<file path="config.mk">
export PLATFORM = sky130hd
export DESIGN_NAME = dcf_backoff_timer
export DESIGN_NICKNAME = d
export VERILOG_FILES = /design/src/rtl/dcf_pkg.sv /design/src/rtl/dcf_cfg_regs.sv /design/src/rtl/dcf_access_ctrl.sv /design/src/rtl/dcf_backoff_dp.sv /design/src/rtl/dcf_backoff_timer.sv
export SDC_FILE = /design/constraint.sdc
export NUM_CORES = 1
export LEC_CHECK = 0
export BUFFER_PORTS_ARGS = -buffer_cell sky130_fd_sc_hd__buf_2
export CAP_MARGIN = 40
export CORE_AREA = 2 2 195 340
export DETAILED_ROUTE_END_ITERATION = 6
export DIE_AREA = 0 0 197 342
export PLACE_DENSITY_LB_ADDON = 0.2
export SLEW_MARGIN = 40
export SYNTH_ARGS = -nofsm -noshare
export SYNTH_HDL_FRONTEND = slang
export SYNTH_SLANG_ARGS = --single-unit
</file>
<file path="constraint.sdc">
create_clock -name clk -period 27.1 [get_ports clk]
set_clock_uncertainty 0.05 [all_clocks]
set_input_delay 4.065 -clock clk [delete_from_list [all_inputs] [get_ports clk]]
set_output_delay 4.065 -clock clk [all_outputs]
set_load 0.01 [all_outputs]
</file>
<file path="src/rtl/dcf_pkg.sv">
package dcf_pkg;
  parameter int CW_W     = 10;
  parameter int CW_REQ_W = 16;
  localparam int CW_LIMIT = (1 << CW_W) - 1;
  parameter logic [CW_W-1:0] LFSR_TAPS = 'h240;
  parameter logic [CW_W-1:0] LFSR_SEED = 'h1A5;

  typedef enum logic [2:0] {
    ST_WAIT,
    ST_SIFS,
    ST_AIFS,
    ST_BOFF,
    ST_GRANT
  } accState_t;

  typedef struct packed {
    logic ldSifs;
    logic ldSlot;
    logic ldAifs;
    logic decAifs;
    logic decBo;
    logic countTick;
    logic endOk;
    logic endFail;
  } accStrobe_t;

  // Force a window request to 2^n-1 form within the CW_W-bit limit.
  function automatic logic [CW_W-1:0] cwNormalize(input logic [CW_REQ_W-1:0] req);
    logic [CW_W-1:0] w;
    logic [CW_W-1:0] s;
    w = (req > CW_REQ_W'(CW_LIMIT)) ? CW_W'(CW_LIMIT) : req[CW_W-1:0];
    s = w;
    for (int i = 1; i < CW_W; i = i * 2) s = s | (s >> i);
    if (s == w) return w;
    else if ((w & (w - 1'b1)) == '0) return w - 1'b1;
    else return s;
  endfunction
endpackage

</file>
<file path="src/rtl/dcf_cfg_regs.sv">
module dcf_cfg_regs
  import dcf_pkg::*;
#(
  parameter int US_W         = 8,
  parameter int RATIO_W      = 8,
  parameter int AIFS_W       = 8,
  parameter int ACK_W        = 10,
  parameter int CLK_W        = 20,
  parameter int AIFS_MAX     = 252,
  parameter int SLOT_MIN_US  = 6,
  parameter int SLOT_CLK_MAX = 1000
) (
  input  logic                clk,
  input  logic                rst_n,
  input  logic [RATIO_W-1:0]  clkPerUs,
  input  logic                cfgWe,
  input  logic [US_W-1:0]     cfgSlotUs,
  input  logic [US_W-1:0]     cfgSifsUs,
  input  logic [AIFS_W-1:0]   cfgAifs,
  input  logic [CW_REQ_W-1:0] cfgCwMin,
  input  logic [CW_REQ_W-1:0] cfgCwMax,
  input  logic [ACK_W-1:0]    cfgAckUs,
  input  logic                cfgPfbDis,
  output logic [CW_W-1:0]     cwMinNext,
  output logic [AIFS_W-1:0]   aifsQ,
  output logic [CW_W-1:0]     cwMinQ,
  output logic [CW_W-1:0]     cwMaxQ,
  output logic                pfbDisQ,
  output logic [CLK_W-1:0]    slotClk,
  output logic [CLK_W-1:0]    sifsClk,
  output logic [CLK_W-1:0]    difsClk,
  output logic [CLK_W-1:0]    pifsClk,
  output logic [CLK_W-1:0]    eifsClk
);
  localparam int SUM_W       = ACK_W + 2;
  localparam int RST_SLOT_US = 9;
  localparam int RST_SIFS_US = 16;
  localparam int RST_AIFS    = 2;
  localparam int RST_ACK_US  = 44;
  localparam int RST_CW_MIN  = 15;

  logic [US_W-1:0]  slotUsQ, sifsUsQ;
  logic [ACK_W-1:0] ackUsQ;
  logic [CLK_W-1:0] reqSlotClk;
  logic             slotOk;
  logic [SUM_W-1:0] difsUs, pifsUs, eifsUs;

  assign reqSlotClk = CLK_W'(cfgSlotUs) * CLK_W'(clkPerUs);
  assign slotOk     = (cfgSlotUs >= US_W'(SLOT_MIN_US)) &&
                      (reqSlotClk <= CLK_W'(SLOT_CLK_MAX));
  assign cwMinNext  = cwNormalize(cfgCwMin);

  always_ff @(posedge clk or negedge rst_n) begin
    if (!rst_n) begin
      slotUsQ <= US_W'(RST_SLOT_US);
      sifsUsQ <= US_W'(RST_SIFS_US);
      aifsQ   <= AIFS_W'(RST_AIFS);
      cwMinQ  <= CW_W'(RST_CW_MIN);
      cwMaxQ  <= CW_W'(CW_LIMIT);
      ackUsQ  <= ACK_W'(RST_ACK_US);
      pfbDisQ <= 1'b0;
    end else if (cfgWe) begin
      if (slotOk) slotUsQ <= cfgSlotUs;
      sifsUsQ <= cfgSifsUs;
      aifsQ   <= (cfgAifs > AIFS_W'(AIFS_MAX)) ? AIFS_W'(AIFS_MAX) : cfgAifs;
      cwMinQ  <= cwMinNext;
      cwMaxQ  <= cwNormalize(cfgCwMax);
      ackUsQ  <= cfgAckUs;
      pfbDisQ <= cfgPfbDis;
    end
  end

  assign pifsUs  = SUM_W'(sifsUsQ) + SUM_W'(slotUsQ);
  assign difsUs  = pifsUs + SUM_W'(slotUsQ);
  assign eifsUs  = difsUs + SUM_W'(ackUsQ);
  assign slotClk = CLK_W'(slotUsQ) * CLK_W'(clkPerUs);
  assign sifsClk = CLK_W'(sifsUsQ) * CLK_W'(clkPerUs);
  assign difsClk = CLK_W'(difsUs) * CLK_W'(clkPerUs);
  assign pifsClk = CLK_W'(pifsUs) * CLK_W'(clkPerUs);
  assign eifsClk = CLK_W'(eifsUs) * CLK_W'(clkPerUs);

  a_r1_aifs_clamped: assert property (@(posedge clk) disable iff (!rst_n)
    aifsQ <= AIFS_W'(AIFS_MAX));
  a_r2_cw_form: assert property (@(posedge clk) disable iff (!rst_n)
    (((cwMinQ + 1'b1) & cwMinQ) == '0) && (((cwMaxQ + 1'b1) & cwMaxQ) == '0));
  a_r3_slot_kept: assert property (@(posedge clk) disable iff (!rst_n)
    (cfgWe && !slotOk) |=> $stable(slotUsQ));
endmodule

</file>
<file path="src/rtl/dcf_access_ctrl.sv">
module dcf_access_ctrl
  import dcf_pkg::*;
(
  input  logic       clk,
  input  logic       rst_n,
  input  logic       txReq,
  input  logic       mediumBusy,
  input  logic       txDone,
  input  logic       txOk,
  input  logic       tickEnd,
  input  logic       aifsZero,
  input  logic       aifsLast,
  input  logic       boZero,
  output accStrobe_t strb,
  output logic       grant
);
  accState_t st, stNext;
  logic      hold;

  assign hold = mediumBusy || !txReq;

  always_ff @(posedge clk or negedge rst_n) begin
    if (!rst_n) st <= ST_WAIT;
    else        st <= stNext;
  end

  always_comb begin
    stNext = st;
    strb   = '0;
    case (st)
      ST_WAIT: begin
        if (txReq && !mediumBusy) begin
          stNext      = ST_SIFS;
          strb.ldSifs = 1'b1;
        end
      end
      ST_SIFS: begin
        if (hold) stNext = ST_WAIT;
        else if (tickEnd) begin
          strb.ldSlot = 1'b1;
          if (aifsZero) stNext = ST_BOFF;
          else begin
            stNext      = ST_AIFS;
            strb.ldAifs = 1'b1;
          end
        end else strb.countTick = 1'b1;
      end
      ST_AIFS: begin
        if (hold) stNext = ST_WAIT;
        else if (tickEnd) begin
          strb.ldSlot = 1'b1;
          if (aifsLast) stNext = ST_BOFF;
          else          strb.decAifs = 1'b1;
        end else strb.countTick = 1'b1;
      end
      ST_BOFF: begin
        if (hold) stNext = ST_WAIT;
        else if (boZero) stNext = ST_GRANT;
        else if (tickEnd) begin
          strb.decBo  = 1'b1;
          strb.ldSlot = 1'b1;
        end else strb.countTick = 1'b1;
      end
      ST_GRANT: begin
        if (txDone) begin
          stNext = ST_WAIT;
          if (txOk) strb.endOk   = 1'b1;
          else      strb.endFail = 1'b1;
        end
      end
      default: stNext = ST_WAIT;
    endcase
  end

  assign grant = (st == ST_GRANT);

  a_r6_busy_no_grant: assert property (@(posedge clk) disable iff (!rst_n)
    (mediumBusy && !grant) |=> !grant);
  a_r7_grant_hold: assert property (@(posedge clk) disable iff (!rst_n)
    (grant && !txDone) |=> grant);
endmodule

</file>
<file path="src/rtl/dcf_backoff_dp.sv">
module dcf_backoff_dp
  import dcf_pkg::*;
#(
  parameter int AIFS_W = 8,
  parameter int CLK_W  = 20
) (
  input  logic              clk,
  input  logic              rst_n,
  input  accStrobe_t        strb,
  input  logic              cfgWe,
  input  logic [CW_W-1:0]   cwMinNext,
  input  logic [CLK_W-1:0]  sifsClk,
  input  logic [CLK_W-1:0]  slotClk,
  input  logic [AIFS_W-1:0] aifsCfg,
  input  logic [CW_W-1:0]   cwMin,
  input  logic [CW_W-1:0]   cwMax,
  input  logic              pfbDis,
  output logic              tickEnd,
  output logic              aifsZero,
  output logic              aifsLast,
  output logic              boZero,
  output logic [CW_W-1:0]   cw,
  output logic [CW_W-1:0]   boCnt
);
  localparam int RST_CW = 15;

  logic [CLK_W-1:0]  tick;
  logic [AIFS_W-1:0] aifsLeft;
  logic [CW_W-1:0]   lfsr;
  logic [CW_W:0]     cwWide;
  logic [CW_W-1:0]   cwGrown;

  assign cwWide  = {cw, 1'b1};
  assign cwGrown = (cwWide > {1'b0, cwMax}) ? cwMax : cwWide[CW_W-1:0];

  assign tickEnd  = (tick <= CLK_W'(1));
  assign aifsZero = (aifsCfg == '0);
  assign aifsLast = (aifsLeft <= AIFS_W'(1));
  assign boZero   = (boCnt == '0);

  always_ff @(posedge clk or negedge rst_n) begin
    if (!rst_n) lfsr <= LFSR_SEED;
    else        lfsr <= {lfsr[CW_W-2:0], ^(lfsr & LFSR_TAPS)};
  end

  always_ff @(posedge clk or negedge rst_n) begin
    if (!rst_n) tick <= '0;
    else if (strb.ldSifs) tick <= sifsClk;
    else if (strb.ldSlot) tick <= slotClk;
    else if (strb.countTick && tick != '0) tick <= tick - 1'b1;
  end

  always_ff @(posedge clk or negedge rst_n) begin
    if (!rst_n) aifsLeft <= '0;
    else if (strb.ldAifs)  aifsLeft <= aifsCfg;
    else if (strb.decAifs) aifsLeft <= aifsLeft - 1'b1;
  end

  always_ff @(posedge clk or negedge rst_n) begin
    if (!rst_n) begin
      cw    <= CW_W'(RST_CW);
      boCnt <= '0;
    end else if (cfgWe) begin
      cw <= cwMinNext;
    end else if (strb.endOk) begin
      cw    <= cwMin;
      boCnt <= pfbDis ? '0 : (lfsr & cwMin);
    end else if (strb.endFail) begin
      cw    <= cwGrown;
      boCnt <= lfsr & cwGrown;
    end else if (strb.decBo) begin
      boCnt <= boCnt - 1'b1;
    end
  end

  a_r8_fail_bounded: assert property (@(posedge clk) disable iff (!rst_n)
    (strb.endFail && !cfgWe) |=> (boCnt <= cw) && (cw <= cwMax));
  a_r9_ok_reload: assert property (@(posedge clk) disable iff (!rst_n)
    (strb.endOk && !cfgWe) |=> (cw == cwMin) && (boCnt <= cwMin));
  a_r10_pfb_zero: assert property (@(posedge clk) disable iff (!rst_n)
    (strb.endOk && pfbDis && !cfgWe) |=> (boCnt == '0));
endmodule

</file>
<file path="src/rtl/dcf_backoff_timer.sv">
module dcf_backoff_timer
  import dcf_pkg::*;
#(
  parameter int US_W         = 8,
  parameter int RATIO_W      = 8,
  parameter int AIFS_W       = 8,
  parameter int ACK_W        = 10,
  parameter int CLK_W        = 20,
  parameter int AIFS_MAX     = 252,
  parameter int SLOT_MIN_US  = 6,
  parameter int SLOT_CLK_MAX = 1000
) (
  input  logic                clk,
  input  logic                rst_n,
  input  logic [RATIO_W-1:0]  clkPerUs,
  input  logic                cfgWe,
  input  logic [US_W-1:0]     cfgSlotUs,
  input  logic [US_W-1:0]     cfgSifsUs,
  input  logic [AIFS_W-1:0]   cfgAifs,
  input  logic [CW_REQ_W-1:0] cfgCwMin,
  input  logic [CW_REQ_W-1:0] cfgCwMax,
  input  logic [ACK_W-1:0]    cfgAckUs,
  input  logic                cfgPfbDis,
  input  logic                txReq,
  input  logic                mediumBusy,
  input  logic                txDone,
  input  logic                txOk,
  output logic                grant,
  output logic [CW_W-1:0]     curCw,
  output logic [CW_W-1:0]     backoffCnt,
  output logic [AIFS_W-1:0]   aifsEff,
  output logic [CW_W-1:0]     cwMinEff,
  output logic [CW_W-1:0]     cwMaxEff,
  output logic [CLK_W-1:0]    slotClk,
  output logic [CLK_W-1:0]    difsClk,
  output logic [CLK_W-1:0]    pifsClk,
  output logic [CLK_W-1:0]    eifsClk
);
  accStrobe_t       strb;
  logic [CW_W-1:0]  cwMinNext;
  logic             pfbDisQ;
  logic [CLK_W-1:0] sifsClk;
  logic             tickEnd, aifsZero, aifsLast, boZero;

  dcf_cfg_regs #(
    .US_W(US_W), .RATIO_W(RATIO_W), .AIFS_W(AIFS_W), .ACK_W(ACK_W),
    .CLK_W(CLK_W), .AIFS_MAX(AIFS_MAX), .SLOT_MIN_US(SLOT_MIN_US),
    .SLOT_CLK_MAX(SLOT_CLK_MAX)
  ) cfg_i (
    .clk(clk), .rst_n(rst_n), .clkPerUs(clkPerUs), .cfgWe(cfgWe),
    .cfgSlotUs(cfgSlotUs), .cfgSifsUs(cfgSifsUs), .cfgAifs(cfgAifs),
    .cfgCwMin(cfgCwMin), .cfgCwMax(cfgCwMax), .cfgAckUs(cfgAckUs),
    .cfgPfbDis(cfgPfbDis), .cwMinNext(cwMinNext), .aifsQ(aifsEff),
    .cwMinQ(cwMinEff), .cwMaxQ(cwMaxEff), .pfbDisQ(pfbDisQ),
    .slotClk(slotClk), .sifsClk(sifsClk), .difsClk(difsClk),
    .pifsClk(pifsClk), .eifsClk(eifsClk)
  );

  dcf_access_ctrl ctrl_i (
    .clk(clk), .rst_n(rst_n), .txReq(txReq), .mediumBusy(mediumBusy),
    .txDone(txDone), .txOk(txOk), .tickEnd(tickEnd), .aifsZero(aifsZero),
    .aifsLast(aifsLast), .boZero(boZero), .strb(strb), .grant(grant)
  );

  dcf_backoff_dp #(.AIFS_W(AIFS_W), .CLK_W(CLK_W)) dp_i (
    .clk(clk), .rst_n(rst_n), .strb(strb), .cfgWe(cfgWe),
    .cwMinNext(cwMinNext), .sifsClk(sifsClk), .slotClk(slotClk),
    .aifsCfg(aifsEff), .cwMin(cwMinEff), .cwMax(cwMaxEff), .pfbDis(pfbDisQ),
    .tickEnd(tickEnd), .aifsZero(aifsZero), .aifsLast(aifsLast),
    .boZero(boZero), .cw(curCw), .boCnt(backoffCnt)
  );
endmodule

</file>
; Word-level counts from Yosys, hierarchy flattened
; Index checks and enable logic that the tools add are counted.
[classes]
n_addsub = 8
reduce_logical = 21
multipliers = 6
eq_ne = 12
bitwise_logic = 13
mux = 56
magnitude_cmp = 8
[op_table]
columns = op, n
row1 = 10-bit 2-to-1 mux, 14
row2 = 12-bit by 8-bit multiplier with 20-bit output, 3
row3 = 20-bit 2-to-1 mux, 3
row4 = 8-bit by 8-bit multiplier with 16-bit output, 3
row5 = 10-bit AND, 4
row6 = 16-bit by 10-bit greater-than comparator with 1-bit output (second input constant), 2
row7 = 10-bit zero test, 3
row8 = 10-bit by 1-bit subtractor with 10-bit output (second input constant), 3
row9 = 3-bit 2-to-1 mux, 9
row10 = 8-bit 2-to-1 mux, 3
row11 = 10-bit equality test, 2
row12 = 20-bit by 1-bit less-or-equal comparator with 1-bit output (second input constant), 1
row13 = 10-bit by 2-bit OR with 10-bit output, 2
row14 = 10-bit by 6-bit OR with 10-bit output, 2
row15 = 10-bit by 8-bit OR with 10-bit output, 2
row16 = 10-bit by 9-bit OR with 10-bit output, 2
row17 = 20-bit nonzero test, 1
row18 = 20-bit by 1-bit subtractor with 20-bit output (second input constant), 1
row19 = 1-bit 2-to-1 mux, 18
row20 = 16-bit by 10-bit less-or-equal comparator with 1-bit output (second input constant), 1
row21 = 3-bit case mux with 5 select lines, 1
row22 = 12-bit by 10-bit adder with 12-bit output, 1
row23 = 12-bit by 8-bit adder with 12-bit output, 1
row24 = 2-bit 2-to-1 mux, 6
row25 = other kinds (27), 36
[word_totals]
output_inout_bits = 129
reg_bits = 116
wordCells = 137

; Logic depth before layout (Yosys ltp)
[logic_depth]
word_depth = 9
mapped_depth = 34
ltp_nobuf = 34

; Cells and area by module
; A second synthesis with hierarchy kept.
[hier_totals]
hier_cells = 2600
hier_area_um2 = 22222.6
[modules_own_cells]
columns = mod, instances, cells_each, area_per_inst_um2, seq_area_each_um2
row1 = dcf_cfg_regs, 1, 2115, 18116.1, 1402.6
row2 = dcf_backoff_dp, 1, 447, 3799.9, 1462.7
row3 = dcf_access_ctrl, 1, 38, 306.5, 75.1

; Worst setup path after synthesis
; OpenSTA, ideal clock, no wires.
[synth_path]
path_kind = input-to-output
start = input port clkPerUs[2]
end = output port pifsClk[18]
setup_slack_ns = 14.474
stages = 18
path_buffers = 2
arrival_ns = 8.511
cell_sequence = clkbuf_1 clkbuf_1 nand2_1 fa_1 fa_1 inv_1 fa_1 inv_1 fa_1 inv_1 ha_1 o21a_1 o31a_1 o41ai_1 o31ai_1 o41ai_1 o21bai_1 and2_1
[synth_via]
elab_chain_len = 1
[synth_rtl]
columns = element, line_no
row1 = from (decl), dcf_backoff_timer.sv:15  ; input logic [RATIO_W-1:0] clkPerUs,
row2 = 12-bit by 8-bit multiplier with 20-bit output, dcf_cfg_regs.sv:79  ; assign pifsClk = CLK_W'(pifsUs) * CLK_W'(clkPerUs);
row3 = to (decl), dcf_backoff_timer.sv:36  ; output logic [CLK_W-1:0] pifsClk,
; No other way between the ends.

; Worst setup path after layout
[layout_path]
start = register cfg_i.slotUsQ[0]
end = output port eifsClk[19]
[layout_via]
elab_chain_len = 4
[layout_rtl]
columns = element, line_no
row1 = from (decl), dcf_cfg_regs.sv:42  ; logic [US_W-1:0] slotUsQ, sifsUsQ;
row2 = from (signal assigned), dcf_cfg_regs.sv:55  ; slotUsQ <= US_W'(RST_SLOT_US);
row3 = from (signal assigned), dcf_cfg_regs.sv:63  ; if (slotOk) slotUsQ <= cfgSlotUs;
row4 = 8-bit by 8-bit adder with 9-bit output, dcf_cfg_regs.sv:73  ; assign pifsUs = SUM_W'(sifsUsQ) + SUM_W'(slotUsQ);
row5 = 12-bit by 8-bit adder with 12-bit output (*), dcf_cfg_regs.sv:74  ; assign difsUs = pifsUs + SUM_W'(slotUsQ);
row6 = 12-bit by 10-bit adder with 12-bit output (*), dcf_cfg_regs.sv:75  ; assign eifsUs = difsUs + SUM_W'(ackUsQ);
row7 = 12-bit by 8-bit multiplier with 20-bit output (*), dcf_cfg_regs.sv:80  ; assign eifsClk = CLK_W'(eifsUs) * CLK_W'(clkPerUs);
row8 = to (decl), dcf_backoff_timer.sv:37  ; output logic [CLK_W-1:0] eifsClk
; Every way passes the cells marked *; elsewhere a longest branch is shown, timed or not.

==> results.py <==
metrics = {
    "run_status": {
        "status": "complete, no violations",
    },
    "worst_setup_path": {
        "start_kind": "flip-flop",
        "cp-end-kind": "output pin",
        "cp_max_fo": 12,
        "slowest_delay_ps": 700,
        "worst_path_most_repeated_cell": "fa_1",
        "required_ps": 22980,
        "r2r_start": "cfg_i.slotUsQ[3]",
        "crit_type": "flip-flop to output pin",
        "rrSetupSlack_ps": 21770,
        "critical_path.slowest_cell": "dfstp_2",
        "r2r_end": "dp_i.tick[15]",
        "worst_r2r_path_depth": 16,
        "arrival_ps": 9670,
    },
    "timing": {
        "finalSetupTns_ps": 0,
        "hold_viol": 0,
        "rsz0062_at_grt": "false",
        "finalSetupViolCount": 0,
        "slew_violations": 0,
        "fin_crit_sh_pct": 50.9,
        "max-slew-margin-rel_pct": 43.6,
        "min_period_ps": 13780,
        "worst_pin_slew_ps": 840,
        "fmax_mhz": 72.6,
    },
    "synthesis": {
        "yosysWarningCount": 0,
        "synth_edf_count": 0,
        "avgSynthCellArea_sq_um": 8.48,
        "netlist_area_sq_mm": 0.0224,
        "synth-seq-cells": 116,
        "ys_dominant_reg_cell": "dfrtp_1",
        "synthArstFlopShare_pct": 100,
        "netlist_instances": 2636,
        "yosysSeqAreaShare_pct": 13.2,
        "netlist-cell-type-count": 78,
    },
    "routing": {
        "wirelength_um": 64700,
        "num_vias": 18816,
        "drtIter0Drc": 666,
        "postRouteAntennaNets": 0,
        "firstDrtPassIters": 5,
        "avgViaCountPerCell": 5.20,
        "drc": 0,
        "wire_per_inst_um": 17.9,
    },
    "die": {
        "io_pins": 211,
        "start_util_pct": 34.5,
        "die-height_um": 342,
        "rows": 124,
        "fp.dieArea_sq_mm": 0.0674,
        "fp.coreArea_sq_mm": 0.0649,
        "dieWidth_um": 197,
    },
    "layout": {
        "fill_cells": 6711,
        "seqCellArea_sq_mm": 0.00294,
        "layout-drive-gt1-share_pct": 13.1,
        "multi_input_area_sq_mm": 0.0176,
        "final_nets": 3420,
        "syn_to_final_growth_pct": 11.3,
    },
    "clock_tree": {
        "cts_hold_buf": 0,
        "cts_setup_buffers": 0,
        "cts_tree": "yes",
        "numCtsBuffers": 17,
        "clock_sinks": 116,
        "root_buffer": "clkbuf_16",
        "htreeDepth": 4,
        "clkTransAtPathRegs_ps": 70,
        "insertion_delay_ps": 450,
        "clock_tree.buffer_depth": 2,
        "cts_resized": 0,
    },
    "placement": {
        "hpwl_um": 51800,
        "portBuffers": 205,
        "routabilityCongestion": 0.882,
    },
    "hold_path": {
        "min_to": "dp_i.lfsr[8]",
        "hold_depth": 0,
        "min_from": "dp_i.lfsr[7]",
        "holdCritPathClass": "flip-flop to flip-flop",
    },
    "grt": {
        "grt.overflow.total": 0,
        "grt_pass1_wl_um": 106000,
        "grt_max_degree": 86,
        "grt_pass1_vias": 20327,
        "grtUsageTotal_pct": 19.8,
        "antenna_found_initial": 6,
    },
    "flow_run": {
        "maxCapViolations": 0,
    },
}
-- logic make-up (layout without fill, tap and decap cells) --
logic type | after synthesis | count (layout) | share of synthesized area, %
mux | 53 | 53 | 2.65
xor+xnor | 105 | 105 | 4.11
compound gates | 418 | 418 | 11.9
simple gates | 885 | 885 | 20.0
flops | 116 | 116 | 13.2
buf+inv | 503 | 659 | 8.54
fa+ha+maj | 555 | 555 | 39.6
other cells | 1 | 6 | 0.0168
-- state kept, by name, summed over array words and instances, names as in the netlist --
register,cells
cfg_i.ackUsQ,10
cfg_i.aifsQ,8
cfg_i.cwMaxQ,10
cfg_i.cwMinQ,10
cfg_i.pfbDisQ,1
cfg_i.sifsUsQ,8
cfg_i.slotUsQ,8
ctrl_i.st,3
dp_i.aifsLeft,8
dp_i.boCnt,10
dp_i.cw,10
dp_i.lfsr,10
dp_i.tick,20
-- worst max path at each step --
stage	end	depth (start not counted)	start
global placement	pifsClk[18]	19	clkPerUs[5]
finish	eifsClk[19]	29	cfg_i.slotUsQ[0]
detailed placement	pifsClk[18]	19	clkPerUs[5]
floorplan	pifsClk[18]	18	clkPerUs[2]
CTS	eifsClk[19]	29	cfg_i.slotUsQ[0]
global route	eifsClk[19]	35	cfg_i.slotUsQ[0]
-- through the flow --
step	hold WS, ps	setup WS [ps]	std cells	utilization, %	instance area (sq um)
global route	339	12490	3616	38.4	24900
CTS	331	13350	3615	38.3	24900
floorplan	304	14470	2640	-	22400
finish	330	13320	3616	38.4	24900
detailed placement	317	13790	3583	37.4	24300
global placement	319	13900	3583	37.3	24200
-- layer usage --
layer  part of all wire [%]  global-route usage [%]
met1                     38                    21.1
met2                     55                    39.2
met5                   0.11                       0
met3                    3.5                    2.36
met4                    3.4                    7.03
-- Yosys cell counts (all sizes together) (17+ instances only) --
cell type	number	area share [%]
nor4	19	0.60
a31oi	21	0.59
mux2i	17	0.82
a21o	23	0.77
nor2b	44	1.2
nor2	165	2.8
and3	18	0.53
ha	300	17
fa	255	23
nor3	43	0.96
a21oi	131	2.9
dfstp	30	3.5
inv	402	6.8
o21a	21	0.71
and2	218	6.1
a211oi	18	0.60
o21ai	92	2.1
mux2	36	1.8
xor2	32	1.3
or3	19	0.53
nand3	24	0.54
clkbuf	86	1.4
xnor2	73	2.9
nand2	264	4.4
dfrtp	86	9.6
-- cells in the final DEF, fill, tap and decap left out, types with 42 or more instances in the layout --
cell type	instances
nor3_1	42
buf_2	203
ha_1	300
xnor2_1	64
fa_1	255
and2_1	218
a21oi_1	131
nor2_1	165
nand2_1	264
inv_1	402
nor2b_1	44
o21ai_0	89
dfrtp_1	86
-- area by class of cell --
type,count,share of cell area (%)
multi-input cells,2021,70.8
well taps,819,4.12
clock buffers,17,1.71
diodes,1,0.0101
flip-flops and latches,116,11.8
clock inverters,15,0.709
repair buffers,225,4.78
inverters,402,6.07
-- critical path: cells and delay by family, from the launching register on --
family,cells,cell delay (ps)
XOR/XNOR,3,1410
adder cells (fa/ha/maj),9,3670
buffers and inverters,4,300
flip-flops,1,700
AND/OR/NAND/NOR,4,870
AO/OA/AOI/OAI,9,2280
Power is not shown: default switching activity piles up to over one toggle a cycle in this logic, so the estimate is an artifact.
